--- config.mk ---
export PLATFORM = sky130hd
export DESIGN_NAME = flux_interval_capture
export DESIGN_NICKNAME = d
export VERILOG_FILES = /design/src/rtl/floppy_cap_pkg.sv /design/src/rtl/flux_edge_sync.sv /design/src/rtl/tick_prescaler.sv /design/src/rtl/interval_counter.sv /design/src/rtl/window_timer.sv /design/src/rtl/flux_interval_capture.sv
export SDC_FILE = /design/constraint.sdc
export NUM_CORES = 1
export LEC_CHECK = 0
export BUFFER_PORTS_ARGS = -buffer_cell sky130_fd_sc_hd__buf_2
export CORE_MARGIN = 4
export CORE_UTILIZATION = 54
export CTS_BUF_LIST = sky130_fd_sc_hd__clkbuf_8
export CTS_CLUSTER_SIZE = 14
export DETAILED_ROUTE_END_ITERATION = 12
export PLACE_DENSITY = 0.72
export SYNTH_ARGS = -nofsm -noshare
export SYNTH_HDL_FRONTEND = slang
export SYNTH_SLANG_ARGS = --single-unit
--- constraint.sdc ---
create_clock -name clk -period 2.1 [get_ports clk]
set_input_delay 0 -clock clk [delete_from_list [all_inputs] [get_ports clk]]
set_output_delay 0 -clock clk [all_outputs]
set_load 0.05 [all_outputs]
--- src/rtl/floppy_cap_pkg.sv ---
package floppy_cap_pkg;
    typedef enum logic [1:0] {
        CAP_IDLE    = 2'd0,
        CAP_ARM     = 2'd1,
        CAP_MEASURE = 2'd2,
        CAP_FINISH  = 2'd3
    } cap_state_e;
endpackage

--- src/rtl/flux_edge_sync.sv ---
module flux_edge_sync (
    input  logic clk,
    input  logic rst,
    input  logic rd_n,
    output logic fall
);
    logic s_new;
    logic s_old;

    // Two-stage synchronizer; reset to the idle-high level of the line.
    always_ff @(posedge clk) begin
        if (rst) begin
            s_new <= 1'b1;
            s_old <= 1'b1;
        end else begin
            s_new <= rd_n;
            s_old <= s_new;
        end
    end

    assign fall = s_old & ~s_new;

    // a single low pulse yields exactly one detection
    p_fall_single_r4: assert property (@(posedge clk) disable iff (rst)
        fall |=> !fall);
endmodule

--- src/rtl/tick_prescaler.sv ---
module tick_prescaler #(
    parameter int TICK_DIV = 5
) (
    input  logic clk,
    input  logic rst,
    input  logic restart,
    output logic tick
);
    localparam int PW = (TICK_DIV > 1) ? $clog2(TICK_DIV) : 1;
    localparam logic [PW-1:0] PLAST = PW'(TICK_DIV - 1);

    logic [PW-1:0] pre;

    always_ff @(posedge clk) begin
        if (rst || restart) pre <= '0;
        else if (pre == PLAST) pre <= '0;
        else pre <= pre + 1'b1;
    end

    assign tick = (pre == PLAST);

    // ticks never come back to back
    p_tick_spaced_r4: assert property (@(posedge clk) disable iff (rst)
        tick |=> !tick);
endmodule

--- src/rtl/interval_counter.sv ---
module interval_counter #(
    parameter int CNT_W = 8
) (
    input  logic             clk,
    input  logic             rst,
    input  logic             clear,
    input  logic             tick,
    output logic [CNT_W-1:0] count
);
    localparam logic [CNT_W-1:0] CMAX = '1;

    // Clearing restarts from the current cycle so the count covers the
    // half-open span between two edges.
    always_ff @(posedge clk) begin
        if (rst) count <= '0;
        else if (clear) count <= tick ? CNT_W'(1) : '0;
        else if (tick && (count != CMAX)) count <= count + 1'b1;
    end

    // saturated value holds until cleared
    p_sat_hold_r5: assert property (@(posedge clk) disable iff (rst)
        (count == CMAX && !clear) |=> (count == CMAX));
endmodule

--- src/rtl/window_timer.sv ---
module window_timer #(
    parameter int WINDOW_TICKS = 4_500_000
) (
    input  logic clk,
    input  logic rst,
    input  logic restart,
    input  logic tick,
    output logic expire
);
    localparam int WW = (WINDOW_TICKS > 1) ? $clog2(WINDOW_TICKS) : 1;
    localparam logic [WW-1:0] WLAST = WW'(WINDOW_TICKS - 1);

    logic [WW-1:0] wcnt;

    always_ff @(posedge clk) begin
        if (rst || restart) wcnt <= '0;
        else if (tick) wcnt <= (wcnt == WLAST) ? '0 : wcnt + 1'b1;
    end

    assign expire = tick && (wcnt == WLAST);

    // after expiry the timer starts a fresh window
    p_expire_wrap_r2: assert property (@(posedge clk) disable iff (rst)
        (expire && !restart) |=> (wcnt == '0));
endmodule

--- src/rtl/flux_interval_capture.sv ---
module flux_interval_capture
    import floppy_cap_pkg::*;
#(
    parameter int TICK_DIV     = 5,
    parameter int WINDOW_TICKS = 4_500_000,
    parameter int DATA_W       = 8
) (
    input  logic              clk,
    input  logic              rst,
    input  logic              rd_n,
    input  logic              start,
    input  logic              fifo_full,
    output logic [DATA_W-1:0] fifo_data,
    output logic              fifo_wr,
    output logic              busy,
    output logic              done,
    output logic              overflow
);
    cap_state_e        state_q;
    cap_state_e        state_d;
    logic              fall;
    logic              tick;
    logic              expire;
    logic              accept;
    logic              due;
    logic [DATA_W-1:0] count;

    assign accept = (state_q == CAP_IDLE) && start;
    assign due    = (state_q == CAP_MEASURE) && fall && !expire;

    flux_edge_sync u_sync (
        .clk  (clk),
        .rst  (rst),
        .rd_n (rd_n),
        .fall (fall)
    );

    tick_prescaler #(.TICK_DIV(TICK_DIV)) u_pre (
        .clk     (clk),
        .rst     (rst),
        .restart (accept),
        .tick    (tick)
    );

    interval_counter #(.CNT_W(DATA_W)) u_cnt (
        .clk   (clk),
        .rst   (rst),
        .clear (fall),
        .tick  (tick),
        .count (count)
    );

    window_timer #(.WINDOW_TICKS(WINDOW_TICKS)) u_win (
        .clk     (clk),
        .rst     (rst),
        .restart (accept),
        .tick    (tick),
        .expire  (expire)
    );

    // State register
    always_ff @(posedge clk) begin
        if (rst) state_q <= CAP_IDLE;
        else     state_q <= state_d;
    end

    // Transitions
    always_comb begin
        state_d = state_q;
        unique case (state_q)
            CAP_IDLE:    if (start) state_d = CAP_ARM;
            CAP_ARM:     if (expire) state_d = CAP_FINISH;
                         else if (fall) state_d = CAP_MEASURE;
            CAP_MEASURE: if (expire) state_d = CAP_FINISH;
            CAP_FINISH:  state_d = CAP_IDLE;
        endcase
    end

    // Outputs
    always_comb begin
        busy      = (state_q == CAP_ARM) || (state_q == CAP_MEASURE);
        done      = (state_q == CAP_FINISH);
        fifo_wr   = due && !fifo_full;
        fifo_data = count;
    end

    // Sticky drop flag
    always_ff @(posedge clk) begin
        if (rst)                  overflow <= 1'b0;
        else if (accept)          overflow <= 1'b0;
        else if (due && fifo_full) overflow <= 1'b1;
    end

    p_busy_after_start_r2: assert property (@(posedge clk) disable iff (rst)
        (start && !busy && !done) |=> busy);
    p_done_once_r2: assert property (@(posedge clk) disable iff (rst)
        done |=> (!done && !busy));
    p_wr_needs_busy_r7: assert property (@(posedge clk) disable iff (rst)
        fifo_wr |-> busy);
    p_no_wr_full_r6: assert property (@(posedge clk) disable iff (rst)
        fifo_wr |-> !fifo_full);
    p_ovf_sticky_r6: assert property (@(posedge clk) disable iff (rst)
        (overflow && !(start && !busy && !done)) |=> overflow);
    p_start_ignored_r8: assert property (@(posedge clk) disable iff (rst)
        (busy && !done) |=> (busy || done));
endmodule

* Yosys cells after proc, flatten, opt, wreduce, memory -nomap -nowiden
Index checks and enable logic that the tools add are counted.
** Word-level totals
- Register bits after elaboration :: 39
- Output and inout port bits :: 12
** Cells by class
- $add $sub $neg :: 3
- Bitwise gates (word level) :: 2
- Reduce and logical (&&, ||, !) cells :: 16
- Equal/unequal tests :: 9
- Muxes and demuxes :: 9
** Operators with widths (number)
- 23-bit by 1-bit adder with 23-bit output, second input constant :: 1
- 23-bit == test, second input constant :: 1
- 23-bit two-way mux :: 1
- 8-bit two-way mux :: 2
- 8-bit by 1-bit adder with 8-bit output, second input constant :: 1
- 2-bit two-way mux :: 4
- 8-bit inequality test, second input constant :: 1
- 2-bit one-hot mux with 4 select lines :: 1
- 1-bit logical AND :: 7
- 2-bit == test, second input constant :: 2
- 2-bit inequality test, second input constant :: 2
- 2-bit OR reduction :: 2
- 3-bit by 1-bit adder with 3-bit output, second input constant :: 1
- 3-bit == test, second input constant :: 1
- 3-bit inequality test, second input constant :: 1
- 3-bit AND reduction :: 1
- 2-bit by 1-bit == test with 1-bit output, second input constant :: 1
- 1-bit logical NOT :: 2
- 2-bit logical NOT :: 1
- 1-bit logical OR :: 2
- 2-bit nonzero test :: 1
- 1-bit bitwise AND :: 1
- 1-bit two-way mux :: 1
- 1-bit inverter :: 1

* Longest topological paths before layout
Gate-level depths: netlist (run 1).
- Depth in word-level cells :: 5
- Depth in mapped cells :: 8
- Depth with buffers taken out :: 6

* By module
A second synthesis (run 1) with hierarchy kept.
** Second synthesis, totals
- Cells, all modules :: 227
- Area, all modules :: 2075.7 um^2
** Modules (own cells, without submodules)
- window_timer :: cells an instance 128, area each 1168.6 um^2, sequential area each 460.4 um^2, instances 1
- interval_counter :: cells an instance 53, area each 444.2 um^2, sequential area each 160.2 um^2, instances 1
- flux_interval_capture :: cells an instance 28, area each 256.5 um^2, sequential area each 60.1 um^2, instances 1
- tick_prescaler :: cells an instance 13, area each 145.1 um^2, sequential area each 60.1 um^2, instances 1
- flux_edge_sync :: cells an instance 5, area each 61.3 um^2, sequential area each 40.0 um^2, instances 1

* Worst setup path before layout (run 1)
Ideal clock, no wire load.
- Path kind :: flip-flop to output port
- Start :: register u_pre.pre[0]
- End :: output fifo_wr
- Arrival :: 2.109 ns
- Cell stages (with the launch flop) :: 7
- Buffers on the path :: 1
- Path slack :: -0.009 ns
- Data required time :: 2.100 ns
- Path through :: dfxtp_1 > inv_1 > ha_1 > nand2_1 > clkbuf_1 > nor3_1 > nor3_1
** On the way
- Cells in the longest elaborated chain, start to end :: 5
** Ends and longest elaborated chain
- start: declaration :: RTL line tick_prescaler.sv:12 : logic [PW-1:0] pre;
- start signal: assignment :: RTL line tick_prescaler.sv:17 : else pre <= pre + 1'b1;
- 3-bit == test :: RTL line tick_prescaler.sv:20 : assign tick = (pre == PLAST);
- 1-bit logical AND :: RTL line window_timer.sv:20 : assign expire = tick && (wcnt == WLAST);
- 1-bit logical NOT :: RTL line flux_interval_capture.sv:29 : assign due = (state_q == CAP_MEASURE) && fall && !expire;
- 1-bit logical AND :: RTL line flux_interval_capture.sv:29
- 1-bit logical AND :: RTL line flux_interval_capture.sv:83 : fifo_wr = due && !fifo_full;
- end: declaration :: RTL line flux_interval_capture.sv:14 : output logic fifo_wr,
No other way between the ends.

* Worst setup path after layout (run 1)
- Start :: register u_win.wcnt[0]
- End :: register u_win.wcnt[16]
** On the way
- Cells in the longest elaborated chain, start to end :: 2
** Ends and longest elaborated chain
- start: declaration :: RTL line window_timer.sv:13 : logic [WW-1:0] wcnt;
- start signal: assignment :: RTL line window_timer.sv:17 : else if (tick) wcnt <= (wcnt == WLAST) ? '0 : wcnt + 1'b1;
- 23-bit by 1-bit adder with 23-bit output or 23-bit == test (tied branches) :: RTL line window_timer.sv:17
- 23-bit two-way mux (*) :: RTL line window_timer.sv:17
Mark *: on every way between the ends. The rest lies on a longest branch, timed or not.
A chain may end at the register's enable or synchronous reset.

==> results of run 1 <==
worst reg2reg max path: cells and delay by family (launching register included):
family | cells | cell delay, ps
adder cells (fa/ha/maj) | 1 | 220
AND/OR/NAND/NOR | 3 | 1030
flip-flops | 1 | 380
AO/OA/AOI/OAI | 1 | 140
buffers and inverters | 1 | 180
synthesized netlist by cell type:
library cell / instances
dfxtp_1: 39
a21oi_1: 18
nor2_1: 17
nand2_1: 16
o21ai_0: 14
or3_1: 12
nand4_1: 10
xnor2_1: 10
ha_1: 9
nand3_1: 9
inv_1: 8
nor3_1: 6
or4_1: 6
clkbuf_1: 5
nand2b_1: 5
o31ai_1: 5
xor2_1: 4
and2_1: 3
and4_1: 3
buf_2: 3
nor4_1: 3
nor2b_1: 2
nor4b_1: 2
or2_2: 2
a211o_1: 1
a21boi_0: 1
a2bb2oi_1: 1
a311oi_1: 1
and3_1: 1
and4b_1: 1
mux2_2: 1
mux2i_1: 1
o2111ai_1: 1
o211ai_1: 1
o311a_1: 1
or4b_1: 1
where the power goes:
part	internal [uW]	switching, uW	total (uW)
clock network	295	259	554
registers	767	23.2	790
logic	129	193	321
sequential cells by signal, indices dropped and copies added (netlist names):
name	flops
state_q	2
u_win.wcnt	23
u_cnt.count	8
u_sync.s_old	1
u_sync.s_new	1
u_pre.pre	3
overflow	1
layout by cell type (no fill, tap or decap), types with 5 or more instances in the layout:
cell type / Yosys / layout
o21ai_0: 14 / 14
buf_2: 3 / 16
buf_4: 0 / 20
or3_1: 12 / 12
nand2_1: 16 / 16
nand2b_1: 5 / 5
clkbuf_8: 0 / 7
nor2_1: 17 / 17
nand4_1: 10 / 10
nand3_1: 9 / 9
a21oi_1: 18 / 18
inv_1: 8 / 9
xnor2_1: 10 / 10
ha_1: 9 / 8
or4_1: 6 / 5
dfxtp_1: 39 / 39
layer usage:
layer  up-vias  global-route usage (%)  share of wire (%)
met5         -                       0                  0
met4         0                    6.84                1.4
met3         6                    4.66                5.5
met2        39                    30.4                 45
met1       797                    25.7                 48
li1        884                       -                  -
per-stage QoR:
stage	setup WS [ps]	std cells	setup TNS [ps]	cell area [um2]
after floorplan	9.44	223	0	1910
after global placement	121	297	0	2180
after detailed placement	74.6	297	0	2180
after CTS	40.8	307	0	2310
after global routing	-14.6	308	-16.4	2330
final	90.5	308	0	2330
worst max path at each step:
stage / from / end / slack, ps
final: u_win.wcnt[0] / u_win.wcnt[16] / 90
after global routing: u_win.wcnt[1] / fifo_wr / -10
after CTS: u_win.wcnt[0] / fifo_wr / 40
after detailed placement: u_win.wcnt[0] / u_win.wcnt[22] / 70
after global placement: u_win.wcnt[0] / u_win.wcnt[16] / 120
after floorplan: u_cnt.count[0] / u_cnt.count[1] / 9
cells by family after synthesis:
group | after synthesis
adders and majority gates | 9
and+or+nand+nor | 99
AOI/OAI and AO/OA | 44
muxes | 2
DFF | 39
xor gates and xnor gates | 14
buffers and inverters | 16
area by class of cell:
cell class	instances	share of cell area (%)
Multi-Input combinational cell	168	46.7
Sequential cell	39	33.6
Timing Repair Buffer	39	11.6
Clock buffer	7	4.14
Tap cell	46	2.47
Inverter	8	1.29
Clock inverter	1	0.161
timing repair:
item / CTS / global route
setup endpoints to repair: 1 / 6
gates resized for setup: 1 / 3
hold endpoints to repair: 3 / 0
pin swaps: 0 / 1
buffers inserted: 0 / 1
hold buffers: 2 / 0
==> reports/results.tsv, run 1 <==
stage	metric	value	unit
run_status	status	complete, no violations	
route	via_per_inst	5.60	
sta	finClkSkew	6.28	ps
die	fp.coreArea	3360	um2
die	die_w	67.4	um
route	wl_per_cell	12.8	um
route	finalWirelength	3.93	mm
cts	clk_latency	290	ps
route	via_count	1726	
logic_synthesis	synth-compound-area-share	13.5	%
critical_path	crit_path_max_incr_delay	560	ps
cts	cts.reportedPaths.clkPinSlew	80	ps
power	vdd_ir_drop_max	0.000647	V
sta	worstMarginPinSlew	377	ps
power	p_leak	0.000845	uW
critical_path	setup.worst_path.start_class	flop	
final_layout	finalNetCount	275	
die	die_h	67.4	um
logic_synthesis	synth_top_area_share	41.0	%
route	firstDrtPassIters	4	
placement	routabilityCongestion	0.831	
min_path	hold-path-endpoint	overflow	
sta	max_freq	0.498	GHz
cts	clockBufferDepth	2	
grt	grt.total_usage	19.3	%
cts	clockRootBuffer	clkbuf_8	
die	fp-row-count	21	
logic_synthesis	synth_xor_area_share	6.44	%
critical_path	critical_path_class	reg2reg	
final_layout	drive_gt1_share	19.8	%
critical_path	cp.buffers_inverters	1	
route	drt.antenna.violating_nets	0	
sta	finalCriticalPeriod	2010	ps
sta	report.final.setup_viol	0	
die	initial_core_util	56.6	%
critical_path	cp-end-kind	flop	
critical_path	cp_data_arrival_time	2240	ps
critical_path	crit_family	simple AND/OR/NAND/NOR gates	
grt	grt_max_degree	23	
final_layout	syn2layout_area_growth	22.1	%
final_layout	multi_input_area	1090	um2
critical_path	r2r-start	u_win.wcnt[0]	
route	drc	0	
logic_synthesis	seq_area_frac_synth	41.0	%
grt	grt_pass1_wl	6.71	mm
min_path	whs_path_depth	3	
placement	dp_hpwl	2.76	mm
critical_path	rr_endpoint	u_win.wcnt[16]	
critical_path	slowest_stage	or4_4	
grt	first_global_vias	1520	
critical_path	path_depth	6	
logic_synthesis	yosys.area_share.simple	28.6	%
placement	portBuffers	16	
die	io_pins	17	
sta	fin_crit_sh	95.7	%
run	cap_violations	0	
logic_synthesis	yosysWarnings	0	
cts	clkSinkCount	39	
sta	hold_viol_final	0	
logic_synthesis	synth_top_family_by_area	simple AND/OR/NAND/NOR gates	
sta	rsz0062_at_grt	true	
cts	cts_made_buffers	5	
final_layout	seq_area	781	um2
min_path	min_from	fifo_full	
cts	htreeDepth	2	
grt	grt.overflow.total	0	
logic_synthesis	ys_types	36	
critical_path	r2r_slack	90	ps
logic_synthesis	synth.avg_cell_area	8.54	um2
final_layout	n_antenna_cell	0	
grt	antenna_found_initial	0	
critical_path	cp.required	2330	ps
route	drtIter0Drc	83	
critical_path	reg2reg_depth	6	
sta	slew_headroom	74.5	%
final_layout	n_fill_cell	293	
logic_synthesis	yosys-mux-area-fraction	1.12	%
critical_path	cp_cell_sequence	ha_2, nand4_1, or4_4, buf_4, or3_1, a21oi_1	
power	powerDensity	716	nW/um2
cts	cts_tree	built	
logic_synthesis	yosys_register_bits	39	
logic_synthesis	synth_area	1900	um2
logic_synthesis	syn_inst	223	
critical_path	worstPathMaxFanout	8	
power	total_power	1670	uW
logic_synthesis	syn-num-nets	237	
min_path	hp-class	in2reg	
sta	drv_slew	0	
logic_synthesis	synth.area.top_cells	dfxtp_1 41%, ha_1 5.9%, a21oi_1 4.7%	
sta	hold_ws	8.28	ps
logic_synthesis	yosys.area_share.adder	5.91	%
final_layout	final_core_util	69.2	%
logic_synthesis	synth_top_area_cell	dfxtp_1	
die	dieArea	4540	um2
No activity file was read; power rests on OpenSTA's default activity.
==> run 2: changes to the inputs <==
- CORE_MARGIN: 4 -> 3
- REMOVE_ABC_BUFFERS: not set -> 1
==> run 2 against run 1 <==
Compared with the run above: clock power up 17%; clock skew about the same; setup slack worse by 17 ps; final cell count down 3.2%; count of clock-buffer cells in the layout down 1; critical path type unchanged; maximum frequency down 0.83%; non-clock buffer count down 8; largest cell class unchanged; sequential share of layout area up 0.68 points.
==> reports/results.tsv, run 2 (synthesized netlist as in run 1, its figures left out) <==
stage	metric	value	unit
critical_path	critical_path_class	reg2reg	
sta	setup_tns	0	ps
final_layout	most-common-layout-cells	37 x dfxtp_1, 17 x a21oi_1, 17 x nor2_1	
die	io_pins	17	
final_layout	largest_reg_flops	23	
route	via_per_inst	5.86	
route	drtIter0Drc	137	
die	fp.coreArea	3200	um2
critical_path	crit_path_max_incr_delay	590	ps
grt	grt.overflow.total	0	
route	finalWirelength	4.25	mm
final_layout	syn2layout_area_growth	20.1	%
die	fp-row-count	20	
cts	cts.reportedPaths.clkPinSlew	80	ps
final_layout	top_regs	u_win.wcnt (23), u_cnt.count (8), u_pre.pre (3)	
sta	layout_setup_ws	73.7	ps
cts	cts_tree	built	
critical_path	worstPathMaxFanout	4	
final_layout	n_fill_cell	277	
die	dieArea	4280	um2
cts	clockRootBuffer	clkbuf_8	
sta	finClkSkew	6.57	ps
cts	htreeDepth	2	
final_layout	regMostFlops	u_win.wcnt	
grt	first_global_vias	1545	
placement	portBuffers	16	
critical_path	cp_cell_sequence	ha_4, nand4_1, or4_4, or4_1, a21oi_1	
final_layout	finalNetCount	267	
sta	worstMarginPinSlew	541	ps
sta	hold_viol_final	0	
sta	fin_crit_sh	96.5	%
cts	clk_latency	300	ps
final_layout	n_antenna_cell	0	
sta	slew_headroom	64.0	%
grt	grt_pass1_wl	6.99	mm
run	cap_violations	0	
critical_path	setup.worst_path.start_class	flop	
critical_path	cp_data_arrival_time	2260	ps
final_layout	multi_input_area	1090	um2
sta	drv_slew	0	
sta	finalCriticalPeriod	2030	ps
cts	clockBufferDepth	2	
final_layout	seq_area	783	um2
route	drc	0	
cts	cts_made_buffers	5	
critical_path	slowest_stage	or4_4	
grt	grt.total_usage	21.2	%
placement	routabilityCongestion	0.842	
die	die_h	65.4	um
cts	clkSinkCount	39	
power	p_leak	0.000791	uW
route	firstDrtPassIters	4	
critical_path	cp.required	2330	ps
power	vdd_ir_drop_max	0.000673	V
critical_path	cp.buffers_inverters	0	
route	wl_per_cell	14.2	um
die	die_w	65.4	um
final_layout	layout_commonest_cell	dfxtp_1	
sta	report.final.setup_viol	0	
run_status	status	complete, no violations	
critical_path	crit_family	simple AND/OR/NAND/NOR gates	
grt	grt_max_degree	23	
placement	dp_slack	67.2	ps
grt	antenna_found_initial	0	
die	initial_core_util	59.5	%
critical_path	cp-end-kind	flop	
placement	dp_hpwl	2.84	mm
power	powerDensity	769	nW/um2
final_layout	drive_gt1_share	18.5	%
route	via_count	1747	
route	drt.antenna.violating_nets	0	
min_path	hp-class	in2reg	
sta	max_freq	0.494	GHz
[run 2: changes by cell type in the layout (fill, tap and decap cells not counted), sizes merged]
cell         delta
dlygate4sd3     +1
clkinv          +1
inv             -1
clkbuf          -1
bufinv          +1
buf             -9
[run 2: power breakdown]
| group | leakage (uW) | total [uW] | internal [uW] | switching [uW] |
|---|---|---|---|---|
| clock | 0.0000612 | 648 | 384 | 264 |
| sequential | 0.000316 | 794 | 767 | 27.0 |
| combinational | 0.000413 | 316 | 118 | 198 |
| total | 0.000791 | 1760 | 1270 | 489 |
[run 2: layout make-up]
class | count | area share [%]
flip-flops and latches | 39 | 34.2
inverters | 8 | 1.31
clock buffers | 6 | 3.61
repair buffers | 31 | 9.03
multi-input cells | 168 | 47.9
clock inverters | 2 | 1.53
well taps | 44 | 2.41
[run 2: through the flow]
step / utilization (%) / area, um2 / hold slack, ps / cells / power, uW
finish: 71.4 / 2290 / 153 / 298 / 1760
global route: 71.4 / 2290 / 167 / 298 / 1840
CTS: 70.2 / 2250 / 157 / 297 / 1760
detailed placement: 65.4 / 2090 / 203 / 286 / 1110
global placement: 65.4 / 2090 / 186 / 286 / 1100
floorplan: - / 1870 / 69.1 / 215 / 1030
[run 2: final timing paths]
path | to | slack (ps) | startpoint | cells past startpoint
worst max-delay path | u_win.wcnt[22] | 70 | u_win.wcnt[0] | 5
worst min-delay path | overflow | 150 | start | 4
worst max register to register | u_win.wcnt[22] | 70 | u_win.wcnt[0] | 5
worst min register to register | u_pre.pre[0] | 450 | u_pre.pre[0] | 1
[run 2: what timing repair did]
action	4_1_cts	5_1_grt
hold buffers	3	0
pin swaps	0	3
endpoints found under the setup margin	3	7
hold endpoints to repair	4	0
setup buffers	0	1
gates resized for setup	2	8
[run 2: worst min-delay path, cell delays in order]
cell	delay (ps)
buf_2	90
a21oi_1	170
nand2_1	90
o21ai_0	60
[run 2: routing by layer]
metal  GRT usage, %  routed length (um)
met5              0                   0
met4           7.51                  62
met3           6.15                 185
met2           35.4                2080
met1           25.9                1910
